**src/rtl/qpipe_pkg.sv**
```systemverilog
package qpipe_pkg;
    parameter int REG_W  = 3;
    parameter int DATA_W = 8;
    parameter int LOC_W  = 8;
    localparam int NREG   = 1 << REG_W;
    localparam int INSN_W = 1 + REG_W + LOC_W;

    typedef enum logic { OP_INC = 1'b0, OP_BRZ = 1'b1 } opc_e;

    typedef struct packed {
        opc_e              op;
        logic [REG_W-1:0]  r;
        logic [LOC_W-1:0]  loc;
    } insn_t;

    typedef struct packed {
        logic [LOC_W-1:0]  pc;
        logic              fq_v;
        insn_t             fq;
        logic              oq_v;
        insn_t             oq;
        logic [DATA_W-1:0] oq_val;
    } pipe_t;
endpackage

```
**src/rtl/qpipe_imem.sv**
```systemverilog
module qpipe_imem #(
    parameter int AW = 8,
    parameter int DW = 12
) (
    input  logic          clk,
    input  logic          we,
    input  logic [AW-1:0] waddr,
    input  logic [DW-1:0] wdata,
    input  logic [AW-1:0] raddr,
    output logic [DW-1:0] rdata
);
    localparam int DEPTH = 1 << AW;

    logic [DW-1:0] mem_q [DEPTH];

    always_ff @(posedge clk) begin
        if (we) begin
            mem_q[waddr] <= wdata;
        end
    end

    assign rdata = mem_q[raddr];
endmodule

```
**src/rtl/qpipe_rf.sv**
```systemverilog
module qpipe_rf #(
    parameter int RW = 3,
    parameter int DW = 8
) (
    input  logic                  clk,
    input  logic                  rst,
    input  logic                  we,
    input  logic [RW-1:0]         waddr,
    input  logic [DW-1:0]         wdata,
    input  logic [RW-1:0]         raddr,
    output logic [DW-1:0]         rdata,
    output logic [(DW<<RW)-1:0]   flat_o
);
    localparam int N = 1 << RW;

    logic [DW-1:0] rf_d [N];
    logic [DW-1:0] rf_q [N];

    always_comb begin
        for (int i = 0; i < N; i++) begin
            rf_d[i] = rf_q[i];
        end
        if (we) begin
            rf_d[waddr] = wdata;
        end
    end

    always_ff @(posedge clk) begin
        for (int i = 0; i < N; i++) begin
            if (rst) rf_q[i] <= '0;
            else     rf_q[i] <= rf_d[i];
        end
    end

    assign rdata = rf_q[raddr];

    for (genvar g = 0; g < N; g++) begin : g_flat
        assign flat_o[g*DW +: DW] = rf_q[g];
    end
endmodule

```
**src/rtl/qpipe_core.sv**
```systemverilog
module qpipe_core
    import qpipe_pkg::*;
(
    input  logic                     clk,
    input  logic                     rst,
    input  logic                     ld_we,
    input  logic [LOC_W-1:0]         ld_addr,
    input  logic [INSN_W-1:0]        ld_data,
    output logic [LOC_W-1:0]         pc_o,
    output logic [DATA_W*NREG-1:0]   rf_o
);
    pipe_t st_d, st_q;

    logic [INSN_W-1:0] fetch_word;
    logic [DATA_W-1:0] opnd_val;
    logic              fq_v, oq_v;
    logic [REG_W-1:0]  fq_r, oq_r;
    logic [LOC_W-1:0]  oq_loc;
    logic [DATA_W-1:0] oq_val;
    logic              taken, wb_inc, raw_hit, of_fire, fetch_fire;

    assign fq_v   = st_q.fq_v;
    assign oq_v   = st_q.oq_v;
    assign fq_r   = st_q.fq.r;
    assign oq_r   = st_q.oq.r;
    assign oq_loc = st_q.oq.loc;
    assign oq_val = st_q.oq_val;

    // execute decisions from start-of-cycle slot contents
    assign taken   = oq_v && (st_q.oq.op == OP_BRZ) && (oq_val == '0);
    assign wb_inc  = oq_v && (st_q.oq.op == OP_INC);
    // operand read waits while execute holds the same register
    assign raw_hit = oq_v && (oq_r == fq_r);
    assign of_fire = fq_v && !raw_hit && !taken;
    // fetch slot will be free by end of cycle
    assign fetch_fire = !fq_v || taken || of_fire;

    qpipe_imem #(.AW(LOC_W), .DW(INSN_W)) u_imem (
        .clk   (clk),
        .we    (ld_we),
        .waddr (ld_addr),
        .wdata (ld_data),
        .raddr (st_q.pc),
        .rdata (fetch_word)
    );

    qpipe_rf #(.RW(REG_W), .DW(DATA_W)) u_rf (
        .clk    (clk),
        .rst    (rst),
        .we     (wb_inc),
        .waddr  (oq_r),
        .wdata  (oq_val + DATA_W'(1)),
        .raddr  (fq_r),
        .rdata  (opnd_val),
        .flat_o (rf_o)
    );

    always_comb begin
        st_d = st_q;
        // execute always consumes its slot
        if (oq_v) begin
            st_d.oq_v = 1'b0;
        end
        if (of_fire) begin
            st_d.oq_v   = 1'b1;
            st_d.oq     = st_q.fq;
            st_d.oq_val = opnd_val;
            st_d.fq_v   = 1'b0;
        end
        if (fetch_fire) begin
            st_d.fq_v = 1'b1;
            st_d.fq   = insn_t'(fetch_word);
            st_d.pc   = st_q.pc + LOC_W'(1);
        end
        // redirect wins over sequential fetch
        if (taken) begin
            st_d.pc   = oq_loc;
            st_d.fq_v = 1'b0;
            st_d.oq_v = 1'b0;
        end
    end

    always_ff @(posedge clk) begin
        if (rst) st_q <= '0;
        else     st_q <= st_d;
    end

    assign pc_o = st_q.pc;
endmodule

```
**config.mk**
```make
export PLATFORM = sky130hd
export DESIGN_NAME = qpipe_core
export DESIGN_NICKNAME = d
export VERILOG_FILES = /design/src/rtl/qpipe_pkg.sv /design/src/rtl/qpipe_imem.sv /design/src/rtl/qpipe_rf.sv /design/src/rtl/qpipe_core.sv
export SDC_FILE = /design/constraint.sdc
export NUM_CORES = 2
export LEC_CHECK = 0
export ABC_AREA = 0
export BUFFER_PORTS_ARGS = -buffer_cell sky130_fd_sc_hd__buf_2
export CAP_MARGIN = 20
export CORE_ASPECT_RATIO = 0.9
export CORE_MARGIN = 10
export CORE_UTILIZATION = 34
export CTS_CLUSTER_DIAMETER = 60
export DETAILED_ROUTE_END_ITERATION = 12
export GPL_TIMING_DRIVEN = 1
export PLACE_DENSITY_LB_ADDON = 0.1
export SLEW_MARGIN = 10
export SYNTH_ARGS = -nofsm -noshare
export SYNTH_HDL_FRONTEND = slang
export SYNTH_SLANG_ARGS = --single-unit
```
**constraint.sdc**
```tcl
create_clock -name clk -period 3.4 [get_ports clk]
set_input_delay 0.68 -clock clk [delete_from_list [all_inputs] [get_ports clk]]
set_output_delay 0.68 -clock clk [all_outputs]
set_load 0.01 [all_outputs]
```
======== Word level (Yosys, flattened, before mapping) ========
Memories as Yosys holds them, arrays and structs flattened. A register that Yosys moved wholly into a read port is not among the register bits.
Cells that the tools add are included.
storage, ports and cells
  output and inout port bits .............. 72
  word-level logic and storage cells ...... 68
  flip-flop bits (word level) ............. 42
  input port bits ......................... 23
  memories ................................ 2
  bits in writable memories ............... 3136
operators by class
  equality and inequality tests ........... 1
  bitwise operators ....................... 10
  order comparisons ....................... 2
  reduce and logical (&&, ||, !) cells .... 16
  add/subtract/negate cells ............... 2
  mux-type cells .......................... 25
memories
  name          depth  width  read ports  clocked after memory_dff  wr ports  line              RTL
  u_imem.mem_q  256    12     1           1                         1         qpipe_imem.sv:14  logic [DW-1:0] mem_q [DEPTH];
  u_rf.rf_q     8      8      9           1                         8         qpipe_rf.sv:17    logic [DW-1:0] rf_q [N];
operator list
  operator                                                              number
  8-bit 2-to-1 mux                                                      11
  64-bit bitwise mux                                                    1
  64-bit 2-to-1 mux                                                     1
  21-bit 2-to-1 mux                                                     2
  8-bit demux with 3-bit select                                         1
  8-bit by 1-bit adder with 8-bit output, second input constant         2
  9-bit 2-to-1 mux                                                      1
  8-bit zero test                                                       1
  1-bit bitwise OR                                                      8
  1-bit logical AND                                                     7
  1-bit 2-to-1 mux                                                      6
  3-bit 2-to-1 mux                                                      2
  4-bit greater-or-equal comparator, second input constant              1
  4-bit by 1-bit < comparator with 1-bit output, second input constant  1
  3-bit NOT with 4-bit output                                           1
  2-bit nonzero test                                                    2
  3-bit == test                                                         1
  1-bit zero test                                                       3
  1-bit logical OR                                                      2
  2-bit OR reduction                                                    1
  1-bit NOT                                                             1

======== Logic depth before layout (Yosys ltp) ========
  depth after elaboration ................. 10
  gate-level depth with buffers ........... 14
  gate-level depth less buffers ........... 9

======== By module ========
Synthesis repeated with hierarchy kept, for this count alone.
second synthesis, totals
  cells, all modules ...................... 6031
  area total of the unflattened synthesis .. 123438.4 µm²
modules (own cells, without submodules)
  module      area each (µm²)  cells each  times used  sequential area each (µm²)
  qpipe_imem  118392.3         5494        1           92248.5
  qpipe_rf    2925.3           301         1           1281.2
  qpipe_core  2120.8           236         1           840.8

======== Worst setup path before layout ========
OpenSTA, ideal clock, no wires.
  path kind ............................... input-to-reg
  from .................................... input port ld_addr[3]
  to ...................................... memory u_imem.mem_q[235][0] (enable)
  slack ................................... 0.729 ns
  required time ........................... 3.020 ns
  data arrival time ....................... 2.291 ns
  stages .................................. 6
  library setup time ...................... 0.380 ns
  path buffers ............................ 3
  cell sequence ........................... clkbuf_1 -> nor2b_1 -> clkbuf_1 -> nand4_1 -> clkbuf_1 -> nor2_1
RTL lines
  element             line              RTL
  start: declaration  qpipe_core.sv:7   input logic [LOC_W-1:0] ld_addr,
  end: declaration    qpipe_imem.sv:14
No word-level cell before the write port.

==> impl_results.rst <==
.. list-table::
   :header-rows: 1

   * - Metric
     - Value
   * - Setup fix buffers added after clock tree synthesis
     - 0
   * - Routed wire length
     - 388000 um
   * - Remaining max-slew budget at the tightest pin
     - 0.245
   * - Number of port buffers
     - 94
   * - Kind of start point of the critical path
     - flop
   * - Number of synthesis warnings
     - 0
   * - Number of standard cells in the layout, taps in and fillers out
     - 11800
   * - Logic pwr share
     - 0.113
   * - Most common flop cell mapped by yosys
     - edfxtp_1
   * - Antenna violations before repair
     - 35
   * - Worst hold margin
     - 0.154 ns
   * - Setup repair after global routing missed its margin
     - false
   * - Clk Latency, worst-skew pair
     - 0.92 ns
   * - Internal portion of total power
     - 69400 uW
   * - Netlist Area Pre-Place
     - 123000 um2
   * - Proportion of layout cells with a drive suffix above 1
     - 0.300
   * - Min setup slack post-route
     - -0.0379 ns
   * - Total via count after detailed routing
     - 63700
   * - Global-route wire length before repair
     - 538000 um
   * - Site Rows
     - 209
   * - Switching share of power
     - 0.242
   * - Vias in the first global route
     - 64100
   * - Number of slew-limit violations in the final report
     - 0
   * - Cell at the root of the clock tree
     - clkbuf_16
   * - Portion of total power attributed to sequential cells
     - 0.474
   * - Worst path required time
     - 4.27 ns
   * - Signed area change from the synthesized netlist to the final layout
     - 18.7%
   * - DRC violation count after routing
     - 0
   * - Crit share post-route
     - 1.01
   * - GRT Resource Usage Total
     - 0.196
   * - Std-Cell Core Area
     - 361000 um2
   * - Leakage
     - 0.0467 uW
   * - Top cells by area in the synthesized netlist
     - edfxtp_1 (75%), mux4_2 (12%), mux2i_1 (2.8%)
   * - Share of synthesized flip-flops with an asynchronous set or reset
     - 0
   * - Via-per-instance ratio
     - 5.38
   * - Longest Clk Path Bufs
     - 4
   * - Final count of negative-setup-slack endpoints
     - 1
   * - Maximum operating frequency
     - 291 MHz
   * - Worst setup path category
     - flop to flop
   * - Commonest non-fill, non-tap cells in the layout
     - edfxtp_1 (3072), buf_4 (689), mux4_2 (679)
   * - Number of flip-flops and latches in the synthesized netlist
     - 3189
   * - Dominant cell type by area after synthesis
     - edfxtp_1
   * - Largest fanout on the critical path
     - 13
   * - Die outline area
     - 387000 um2
   * - Clock-pin slew on the worst setup and hold paths
     - 0.06 ns
   * - CTS tree
     - done
   * - Switching power summed over all nets
     - 22100 uW
   * - Number of hold-slack violations in the final timing report
     - 0
   * - Run status
     - complete, but fails checks
   * - Syn_nets
     - 5960
   * - Number of distinct library cell variants in the gate-level netlist after synthesis
     - 66
   * - Worst clock skew
     - 0.0343 ns
   * - Nets@finish
     - 6827
   * - # placed instances
     - 11200
   * - Final weighted congestion of routability-driven global placement
     - 0.819
   * - Synth Area per Inst
     - 20.8 um2
   * - Shortest period the worst path allows
     - 3.44 ns
   * - Half-perimeter wire length after detailed placement
     - 249000 um
   * - Pwr dens
     - 625 nW/um2
   * - Number of instances in the synthesized netlist
     - 5934
   * - Die Y-Extent
     - 591 um
   * - # clock sinks
     - 3189
   * - Hold bufs inserted after CTS
     - 0
   * - Ports placed on the boundary
     - 95
   * - Chip Width
     - 655 um
   * - TritonCTS buffer count
     - 356
   * - Least-Margin Pin Slew
     - 1.13 ns
   * - Initial core utilization
     - 0.342
   * - Clock network power share
     - 0.413
   * - Sequential share of the synthesized area
     - 0.767
   * - Grt ovf
     - 0
   * - Max-cap violations
     - 0
   * - Area share of the largest cell type after synthesis
     - 0.748
   * - Commonest non-fill, non-tap cell in the layout
     - edfxtp_1
   * - Number of design-rule violations left by the first detailed-router iteration
     - 7277
   * - Crit end category
     - flop
   * - Class of the tightest hold or removal check
     - input pin to flop
   * - Number of enable-type register cells in the synthesized netlist
     - 3072
   * - Signal arrival time at the worst endpoint
     - 4.31 ns
   * - Routed wire length per instance
     - 32.8 um
   * - Number of iterations in the first detailed-routing pass
     - 5
   * - Worst-case vdd ir drop
     - 0.000410 V
   * - Count of antenna-violating nets left after detailed routing
     - 0
   * - Pin count of the biggest net entering global routing
     - 117
   * - Violations in the final reports
     - setup timing
   * - H-tree depth reported by CTS
     - 5
state kept, by name (all words and copies together), names as in the netlist, named ones only:
name,flops
st_q,10
u_rf.rf_q,64
oq_r,3
u_imem.mem_q,3072
oq_v,1
fq_v,1
oq_val,8
pc_o,8
fq_r,3
oq_loc,8
cell families (layout without fill, tap and decap cells):
group,after synthesis,count (layout),share of synthesized area
and+or+nand+nor,737,737,0.0261
adders and majority gates,3,3,0.000304
other,0,10,0
AOI/OAI and AO/OA,558,558,0.0313
xor gates and xnor gates,16,16,0.00114
buffers and inverters,378,1529,0.0184
DFF,3189,3189,0.767
muxes,1053,1053,0.156
power groups by stage:
stage / Sequential [uW] / Clock (uW) / Combinational (uW)
6_report: 43400 / 37800 / 10300
5_1_grt: 43400 / 40300 / 10900
4_1_cts: 43400 / 38700 / 10500
3_5_place_dp: 44200 / 0 / 10400
3_3_place_gp: 44200 / 0 / 10400
2_1_floorplan: 44100 / 0 / 5920
Yosys cell counts, drive strengths merged (9+ instances only):
cell type,count
and3,9
and2,9
mux2i,347
a211oi,100
a221oi,20
nand4,18
a22o,14
edfxtp,3072
nand3,50
dfxtp,117
nor2,416
nor3,33
mux2,17
nand2b,9
o22ai,128
nor4,17
a2111oi,17
mux4,689
a31oi,13
a22oi,51
o21ai,63
o221ai,31
buf,198
o22a,11
clkbuf,173
nand2,123
nor2b,17
a21oi,65
xor2,10
through the flow:
step | total power (uW) | setup TNS (ns) | setup slack [ns] | util | area, um2
after floorplan | 50000 | 0 | 0.729 | - | 123000
after global placement | 54600 | -3.83 | -0.812 | 0.374 | 135000
after detailed placement | 54700 | -2.20 | -0.277 | 0.374 | 135000
after CTS | 92600 | 0 | 0.0104 | 0.406 | 146000
after global routing | 94600 | 0 | 0.0117 | 0.406 | 146000
final | 91600 | -0.0379 | -0.0379 | 0.406 | 146000
layout make-up:
class / instances / area (um2)
diodes: 10 / 25.0
inverters: 7 / 36.3
fillers: 32000 / 214000
flip-flops and latches: 3189 / 94600
clock buffers: 441 / 9360
repair buffers: 880 / 7710
multi-input cells: 2367 / 26700
well taps: 4747 / 5940
clock inverters: 201 / 2030
worst max-delay path, stage by stage (launching register included):
cell and delay, ns:
dfxtp_4 0.42, buf_12 0.20, buf_12 0.20, or3b_2 0.67, buf_4 0.24, o22ai_2 0.21
a211oi_1 0.13, a21oi_1 0.36, o2111ai_2 0.34, or3_1 0.47, nand3_1 0.09
final timing paths:
kind / from / endpoint / slack, ns / cells after the start
hold / removal: ld_data[7] / u_imem.mem_q[170][7]$_DFFE_PP_ / 0.15 / 1
setup / recovery: flop / st_q[25]$_SDFFE_PP0P_ / -0.04 / 10
hold reg to reg: st_q[25]$_SDFFE_PP0P_ / st_q[25]$_SDFFE_PP0P_ / 0.50 / 2
setup reg to reg: flop / st_q[25]$_SDFFE_PP0P_ / -0.04 / 10
layer usage:
metal | GRT usage | wire, um | up-vias
li1 | - | - | 26500
met1 | 0.293 | 179000 | 34700
met2 | 0.303 | 177000 | 1979
met3 | 0.0307 | 23500 | 448
met4 | 0.0415 | 8340 | 2
met5 | 0 | 13 | -
what timing repair did:
action | 4_1_cts | 5_1_grt
endpoints found under the setup margin | 12 | 11
pin swaps | 0 | 2
gates resized for setup | 17 | 9
gates cloned | 0 | 1
No activity file was read; power rests on OpenSTA's default activity.
